==> config.mk <==
export PLATFORM = sky130hd
export DESIGN_NAME = dirbit_angle
export DESIGN_NICKNAME = d
export VERILOG_FILES = /design/src/rtl/dirbit_angle.sv
export SDC_FILE = /design/constraint.sdc
export NUM_CORES = 1
export LEC_CHECK = 0
export CAP_MARGIN = 10
export CORE_ASPECT_RATIO = 0.75
export CORE_UTILIZATION = 53
export CTS_CLUSTER_SIZE = 28
export DETAILED_ROUTE_END_ITERATION = 10
export HOLD_SLACK_MARGIN = 0.03
export PLACE_DENSITY = 0.81
export SKIP_CTS_REPAIR_TIMING = 1
export SLEW_MARGIN = 20
export SYNTH_ARGS = -nofsm -noshare
export SYNTH_HDL_FRONTEND = slang
export SYNTH_SLANG_ARGS = --single-unit
==> constraint.sdc <==
create_clock -name clk -period 4.9 [get_ports clk]
set_clock_uncertainty 0.15 [all_clocks]
set_input_delay 0.98 -clock clk [delete_from_list [all_inputs] [get_ports clk]]
set_output_delay 0.98 -clock clk [all_outputs]
set_load 0.005 [all_outputs]
==> src/rtl/dirbit_angle.sv <==
module dirbit_angle #(
  parameter int SF_N     = 12,
  parameter int ANGLE_W  = 16,
  parameter int ROM_SUM  = 24205,
  parameter int ROM_DIFF = 7905
) (
  input  logic               clk,
  input  logic               rst,
  input  logic               in_valid,
  input  logic [1:0]         cls_dir,
  input  logic [SF_N-1:0]    sf_dir,
  output logic               out_valid,
  output logic [ANGLE_W-1:0] angle
);
  localparam int W       = ANGLE_W + 2;
  localparam int NEG_FIX = (1 << (ANGLE_W - 3)) - (1 << (ANGLE_W - 15));

  logic [SF_N-1:0]     rot;
  logic signed [W-1:0] sf_val, rom_val, cls_val, total;
  logic                rom_sel;

  assign rot     = {sf_dir[SF_N-2:0], sf_dir[SF_N-1]};
  assign sf_val  = signed'(W'({rot, 1'b0})) - (sf_dir[SF_N-1] ? W'(0) : W'(NEG_FIX));
  assign rom_sel = ~(cls_dir[1] ^ cls_dir[0]);
  assign rom_val = rom_sel ? W'(ROM_SUM) : W'(ROM_DIFF);
  assign cls_val = cls_dir[1] ? rom_val : -rom_val;
  assign total   = cls_val + sf_val;

  always_ff @(posedge clk) begin
    if (rst) begin
      out_valid <= 1'b0;
      angle     <= '0;
    end else begin
      out_valid <= in_valid;
      if (in_valid) angle <= total[ANGLE_W-1:0];
    end
  end

  a_r2_valid_follows: assert property (@(posedge clk) disable iff (rst)
    out_valid == $past(in_valid));

  a_r8_hold: assert property (@(posedge clk) disable iff (rst)
    !$past(in_valid) |-> $stable(angle));

  a_r5_both_pos: assert property (@(posedge clk) disable iff (rst)
    $past(in_valid && cls_dir == 2'b11) |-> !angle[ANGLE_W-1] && angle != '0);

  a_r6_both_neg: assert property (@(posedge clk) disable iff (rst)
    $past(in_valid && cls_dir == 2'b00) |-> angle[ANGLE_W-1]);

  a_r7_range: assert property (@(posedge clk) disable iff (rst)
    out_valid |-> ($signed(angle) <= ROM_SUM + NEG_FIX) && ($signed(angle) >= -(ROM_SUM + NEG_FIX)));
endmodule

==> results of run 1 <==
## power groups by stage
stage          logic (uW)  clock network [uW]  registers [uW]
2_1_floorplan         256                   0             179
3_3_place_gp          379                   0             177
3_5_place_dp          387                   0             178
4_1_cts               389                 104             175
5_1_grt               434                 111             179
6_report              392                 102             176
## registers in the layout, summed over array words and instances (netlist names)
register	cells
angle	16
out_valid	1
## critical path, delay by kind of cell
family                   cells  cell delay [ns]
buffers and inverters        1             0.55
adder cells (fa/ha/maj)      2             0.60
AND/OR/NAND/NOR              2             0.36
AO/OA/AOI/OAI                9             2.07
## cell usage after synthesis (2+ instances only)
| master | number | share of area, % |
|---|---|---|
| sky130_fd_sc_hd__ha_1 | 27 | 19 |
| sky130_fd_sc_hd__nor2_1 | 25 | 5.2 |
| sky130_fd_sc_hd__dfxtp_1 | 17 | 19 |
| sky130_fd_sc_hd__a21oi_1 | 13 | 3.6 |
| sky130_fd_sc_hd__inv_1 | 13 | 2.7 |
| sky130_fd_sc_hd__nand2_1 | 13 | 2.7 |
| sky130_fd_sc_hd__mux2i_1 | 10 | 5.6 |
| sky130_fd_sc_hd__xnor2_1 | 10 | 4.9 |
| sky130_fd_sc_hd__o21a_1 | 7 | 2.9 |
| sky130_fd_sc_hd__o21ai_0 | 7 | 2.0 |
| sky130_fd_sc_hd__nand2b_1 | 5 | 1.7 |
| sky130_fd_sc_hd__nor2b_1 | 5 | 1.7 |
| sky130_fd_sc_hd__o21ai_1 | 5 | 1.4 |
| sky130_fd_sc_hd__xor2_1 | 5 | 2.4 |
| sky130_fd_sc_hd__a21o_1 | 4 | 1.7 |
| sky130_fd_sc_hd__clkbuf_1 | 4 | 0.84 |
| sky130_fd_sc_hd__a31oi_1 | 3 | 1.0 |
| sky130_fd_sc_hd__and3_1 | 3 | 1.0 |
| sky130_fd_sc_hd__nor3_1 | 3 | 0.84 |
| sky130_fd_sc_hd__o22ai_1 | 3 | 1.0 |
| sky130_fd_sc_hd__a21oi_2 | 2 | 0.98 |
| sky130_fd_sc_hd__nand3_1 | 2 | 0.56 |
| sky130_fd_sc_hd__o2111ai_1 | 2 | 0.98 |
| sky130_fd_sc_hd__o211ai_1 | 2 | 0.84 |
| sky130_fd_sc_hd__or3_1 | 2 | 0.70 |
## area by class of cell
type / instances / area, um2
Tap cell: 38 / 47.55
Inverter: 13 / 48.80
Timing Repair Buffer: 42 / 397.9
Multi-Input combinational cell: 183 / 1383
Fill cell: 272 / 822.0
Clock buffer: 4 / 45.04
Sequential cell: 17 / 340.3
## stage by stage
step	power, uW	utilization (%)	worst slack, ns
floorplan	434.5	-	0.8920
global placement	556.0	71.64	0.09597
detailed placement	564.5	71.64	0.04285
CTS	668.0	73.10	0.3172
global route	723.6	73.35	0.08996
finish	669.8	73.35	0.3346
## cells in the final DEF (no fill, tap or decap), types with 9 or more instances in the layout
master                            instances
sky130_fd_sc_hd__xnor2_1                 10
sky130_fd_sc_hd__inv_1                   13
sky130_fd_sc_hd__dfxtp_1                 17
sky130_fd_sc_hd__clkdlybuf4s50_1         33
sky130_fd_sc_hd__buf_4                    9
sky130_fd_sc_hd__mux2i_1                 10
sky130_fd_sc_hd__ha_1                    27
sky130_fd_sc_hd__a21oi_1                 13
sky130_fd_sc_hd__nand2_1                 13
sky130_fd_sc_hd__nor2_1                  25
## logic make-up after synthesis
| kind of cell | after synthesis | synth area share [%] |
|---|---|---|
| and+or+nand+nor | 68 | 18.97 |
| AOI/OAI and AO/OA | 60 | 23.85 |
| adders and majority gates | 28 | 19.39 |
| buffers and inverters | 19 | 4.393 |
| DFF | 17 | 18.97 |
| xor gates and xnor gates | 16 | 8.229 |
| muxes | 11 | 6.207 |
## routing by layer
| layer | part of all wire [%] | routed length [um] | global-route usage, % | up-vias |
|---|---|---|---|---|
| met3 | 3.9 | 150 | 4.615 | 2 |
| met4 | 0.33 | 13 | 3.061 | 0 |
| li1 | - | - | - | 878 |
| met1 | 52 | 2007 | 29.94 | 787 |
| met2 | 44 | 1711 | 38.35 | 40 |
| met5 | 0 | 0 | 0 | - |
## path summary, 6_finish.rpt
kind,from,end,slack [ns]
setup / recovery,sf_dir[11],angle[15],0.33
hold / removal,angle[13],angle[13],0.30
setup reg to reg,angle[14],angle[14],3.99
hold reg to reg,angle[13],angle[13],0.30
==> impl_metrics.env, run 1 <==
export IMPL_h_tree_depth=1
export IMPL_firstDrtPassIters=4
export IMPL_synth_cells=219
export IMPL_cp_max_fo=5
export IMPL_io_pins=34
export IMPL_peakVddDrop_mv=0.2411
export IMPL_initial_utilization_pct=58.17
export IMPL_postSynthAreaPerCell_um2=8.193
export IMPL_grt_antenna_before_repair=0
export IMPL_worst_setup_hold_path_clk_slew_ns=0.06
export IMPL_cts_made_buffers=3
export IMPL_synth_ff_type="sky130_fd_sc_hd__dfxtp_1"
export IMPL_pin_count_of_the_biggest_net_entering_global_routing=21
export IMPL_cell_internal_pwr_uw=422.7
export IMPL_fin_cells=297
export IMPL_clkLatencyLatePin_ns=0.25
export IMPL_hold_slack_ns=0.3015
export IMPL_dieWidth_um=69.19
export IMPL_dp_hpwl_um=3107
export IMPL_drive_gt1_share_pct=10.04
export IMPL_hold_depth=2
export IMPL_timing_worst_setup_path_type="input port to register"
export IMPL_mappedNetlistArea_um2=1794
export IMPL_rows=17
export IMPL_timing_final_hold_violations=0
export IMPL_vias_per_cell=5.747
export IMPL_fmaxAchievable_mhz=219.0
export IMPL_cp_required_ns=4.92
export IMPL_pwr_density_cell_nw_per_um2=296.1
export IMPL_areaGrowthSynthToFinish_pct=26.08
export IMPL_pwr_share_comb_pct=58.6
export IMPL_cp_slowest_cell="sky130_fd_sc_hd__clkdlybuf4s50_1"
export IMPL_mappedNetlistNets=263
export IMPL_numPlacedInstances=293
export IMPL_grt_setup_unrepaired="false"
export IMPL_yosysUniqueCellTypes=52
export IMPL_antenna_diode_count=0
export IMPL_min_delay_path_class="register to register"
export IMPL_setup_crit_end_kind="register"
export IMPL_timing_worst_slew_pin_value_ns=0.8315
export IMPL_post_route_period_util_pct=93.17
export IMPL_slowest_delay_ns=0.55
export IMPL_clock_power_share_pct=15.2
export IMPL_total_number_of_nets_in_the_final_design=304
export IMPL_port_buffers=33
export IMPL_path_cells="clkdlybuf4s50_1 > ha_1 > o21a_1 > o21ai_1 > a21oi_1 > o311a_1 > a221oi_2 > o21a_1 > ha_1 > and4_1 > a221oi_2 > nand2_1 > a31o_2 > a211oi_2"
export IMPL_fin_setup_tns_ns=0
export IMPL_worst_ep_arrival_time_ns=4.58
export IMPL_worst_r2r_cell_count=2
export IMPL_gp_congestion=0.9019
export IMPL_power_leakage_uw=0.0009964
export IMPL_tritoncts="done"
export IMPL_post_drt_wl_per_cell_um=13.07
export IMPL_clockRootBuffer="sky130_fd_sc_hd__clkbuf_8"
export IMPL_cap_viol_max_count=0
export IMPL_drv_slew=0
export IMPL_layout_cell_area_non_filler_um2=2262
export IMPL_synth_seq_cells=17
export IMPL_coreArea_um2=3084
export IMPL_synth_sequential_area_ratio_pct=18.97
export IMPL_fin_crit_ns=4.565
export IMPL_p_sw_uw=247.1
export IMPL_grt_util_all_layers_pct=22.42
export IMPL_run_status="completed"
export IMPL_ys_async_sr_fraction_pct=0
export IMPL_die_h_um=52.39
export IMPL_power_sequential_fraction_pct=26.2
export IMPL_setup_violations_final=0
export IMPL_synth_edf_count=0
export IMPL_overall_die_area_um2=3625
export IMPL_max_clock_path_buffers=2
export IMPL_drtAntennaViolNets=0
export IMPL_placed_area_um2=2210
export IMPL_grt_overflow_total=0
export IMPL_remaining_drcs=0
export IMPL_startpoint_types="input port"
export IMPL_numClockSinks=17
export IMPL_wirelength_um=3882
export IMPL_yosys_warnings=0
export IMPL_via_count=1707
export IMPL_dr_first_iter_drc_count=110
export IMPL_power_switching_share_pct=36.89
export IMPL_grt_pass1_vias=1601
export IMPL_timing_max_slew_rel_slack_pct=44.39
export IMPL_first_pass_grt_wire_length_um=6727
Power figures use the tool's default switching activity.
==> run 2: changes to the inputs <==
CORE_MARGIN = 2   (was unset)
==> run 2 against run 1 <==
Worst setup slack lost 0.037 ns. Sequential power barely moved. First-iteration DRC count shrank 36%. Critical path depth increased by 2.
==> impl_metrics.env, run 2 (synthesis results as in run 1) <==
export IMPL_antenna_diode_count=0
export IMPL_layout_top_registers="angle x16, out_valid x1"
export IMPL_grt_antenna_before_repair=0
export IMPL_dp_hpwl_um=3113
export IMPL_mostFrequentLayoutCell="sky130_fd_sc_hd__clkdlybuf4s50_1"
export IMPL_clockRootBuffer="sky130_fd_sc_hd__clkbuf_8"
export IMPL_post_drt_wl_per_cell_um=13.00
export IMPL_grt_overflow_total=0
export IMPL_timing_final_hold_violations=0
export IMPL_firstDrtPassIters=4
export IMPL_first_pass_grt_wire_length_um=6389
export IMPL_tritoncts="done"
export IMPL_initial_utilization_pct=54.94
export IMPL_grt_util_all_layers_pct=20.66
export IMPL_setup_crit_end_kind="register"
export IMPL_wirelength_um=3927
export IMPL_numClockSinks=17
export IMPL_dr_first_iter_drc_count=70
export IMPL_timing_max_slew_rel_slack_pct=46.07
export IMPL_vias_per_cell=5.672
export IMPL_fin_setup_tns_ns=0
export IMPL_grt_pass1_vias=1539
export IMPL_drtAntennaViolNets=0
export IMPL_pwr_density_cell_nw_per_um2=294.4
export IMPL_pin_count_of_the_biggest_net_entering_global_routing=21
export IMPL_power_leakage_uw=0.001011
export IMPL_worst_ep_arrival_time_ns=4.62
export IMPL_regArea_um2=340.3
export IMPL_coreArea_um2=3266
export IMPL_overall_die_area_um2=3872
export IMPL_cp_max_fo=5
export IMPL_worst_setup_hold_path_clk_slew_ns=0.06
export IMPL_fmaxAchievable_mhz=217.3
export IMPL_port_buffers=33
export IMPL_min_delay_path_class="register to register"
export IMPL_peakVddDrop_mv=0.2300
export IMPL_cap_viol_max_count=0
export IMPL_die_h_um=54.39
export IMPL_run_status="completed"
export IMPL_max_clock_path_buffers=2
export IMPL_clkLatencyLatePin_ns=0.25
export IMPL_via_count=1713
export IMPL_rows=18
export IMPL_gp_congestion=0.8774
export IMPL_cp_required_ns=4.92
export IMPL_totalPowerFinal_uw=673.3
export IMPL_multi_input_comb_area_um2=1383
export IMPL_timing_worst_slew_pin_value_ns=0.8065
export IMPL_cts_made_buffers=3
export IMPL_largest_reg_flops=16
export IMPL_areaGrowthSynthToFinish_pct=27.48
export IMPL_timing_worst_setup_path_type="input port to register"
export IMPL_mostFrequentLayoutCells="33 x sky130_fd_sc_hd__clkdlybuf4s50_1, 27 x sky130_fd_sc_hd__ha_1, 25 x sky130_fd_sc_hd__nor2_1, 17 x sky130_fd_sc_hd__dfxtp_1"
export IMPL_remaining_drcs=0
export IMPL_io_pins=34
export IMPL_startpoint_types="input port"
export IMPL_setup_violations_final=0
export IMPL_fillers=288
export IMPL_post_route_period_util_pct=93.93
export IMPL_drive_gt1_share_pct=11.07
export IMPL_fin_crit_ns=4.603
export IMPL_drv_slew=0
export IMPL_h_tree_depth=1
export IMPL_max_flop_register="angle"
export IMPL_dieWidth_um=71.19
export IMPL_total_number_of_nets_in_the_final_design=307
-- run 2: path summary, 6_finish.rpt --
| path | slack [ns] | cells after the start | startpoint | to |
|---|---|---|---|---|
| worst max-delay path | 0.30 | 16 | sf_dir[11] | angle[15] |
| worst min-delay path | 0.29 | 2 | angle[13] | angle[13] |
| worst max register to register | 4.01 | 2 | angle[14] | angle[14] |
| worst min register to register | 0.29 | 2 | angle[13] | angle[13] |
-- run 2: where the power goes --
| part | switching (uW) | total (uW) | internal (uW) | leakage (uW) |
|---|---|---|---|---|
| logic | 191 | 397 | 206 | 0.000847 |
| registers | 11.5 | 174 | 163 | 0.000141 |
| clock network | 44.8 | 102 | 57.6 | 0.0000228 |
| total | 247 | 673 | 426 | 0.00101 |
-- run 2: metrics by stage --
| stage | std cells | instance area [um2] | setup slack (ns) | utilization (%) | hold slack, ns |
|---|---|---|---|---|---|
| 3_5_place_dp | 298 | 2235 | 0.04293 | 68.43 | 0.2903 |
| 6_report | 302 | 2287 | 0.2973 | 70.04 | 0.2942 |
| 4_1_cts | 302 | 2280 | 0.3014 | 69.81 | 0.2995 |
| 5_1_grt | 302 | 2287 | -0.06301 | 70.04 | 0.3418 |
| 2_1_floorplan | 219 | 1794 | 0.8920 | - | 0.2919 |
| 3_3_place_gp | 298 | 2235 | 0.1253 | 68.43 | 0.2856 |
-- run 2: layout make-up --
cell class / count / share of cell area (%)
inverter: 13 / 2.133
sequential: 17 / 14.88
tap: 40 / 2.188
multi-input combinational: 183 / 60.45
timing repair buffer: 45 / 18.38
clock buffer: 4 / 1.969
-- run 2: critical path, stage by stage --
cell,delay [ns]
sky130_fd_sc_hd__clkdlybuf4s50_1,0.58
sky130_fd_sc_hd__ha_1,0.28
sky130_fd_sc_hd__nor2b_1,0.12
sky130_fd_sc_hd__o21ai_0,0.10
sky130_fd_sc_hd__a21boi_0,0.27
sky130_fd_sc_hd__o21ai_1,0.13
sky130_fd_sc_hd__a21oi_2,0.21
sky130_fd_sc_hd__mux2_2,0.36
sky130_fd_sc_hd__o2111ai_1,0.14
sky130_fd_sc_hd__ha_1,0.28
sky130_fd_sc_hd__a21oi_1,0.17
sky130_fd_sc_hd__o21ai_0,0.20
sky130_fd_sc_hd__a221oi_2,0.33
sky130_fd_sc_hd__nand2_1,0.09
sky130_fd_sc_hd__a31o_2,0.22
sky130_fd_sc_hd__a211oi_2,0.15
-- run 2: layer usage --
layer  part of all wire [%]  GRT usage (%)  up-vias  routed length (um)
li1                       -              -      884                   -
met1                     51          26.64      791                2007
met2                     45          36.42       36                1752
met3                    4.0          4.788        2                 156
met4                   0.25          3.145        0                  10
met5                      0              0        -                   0
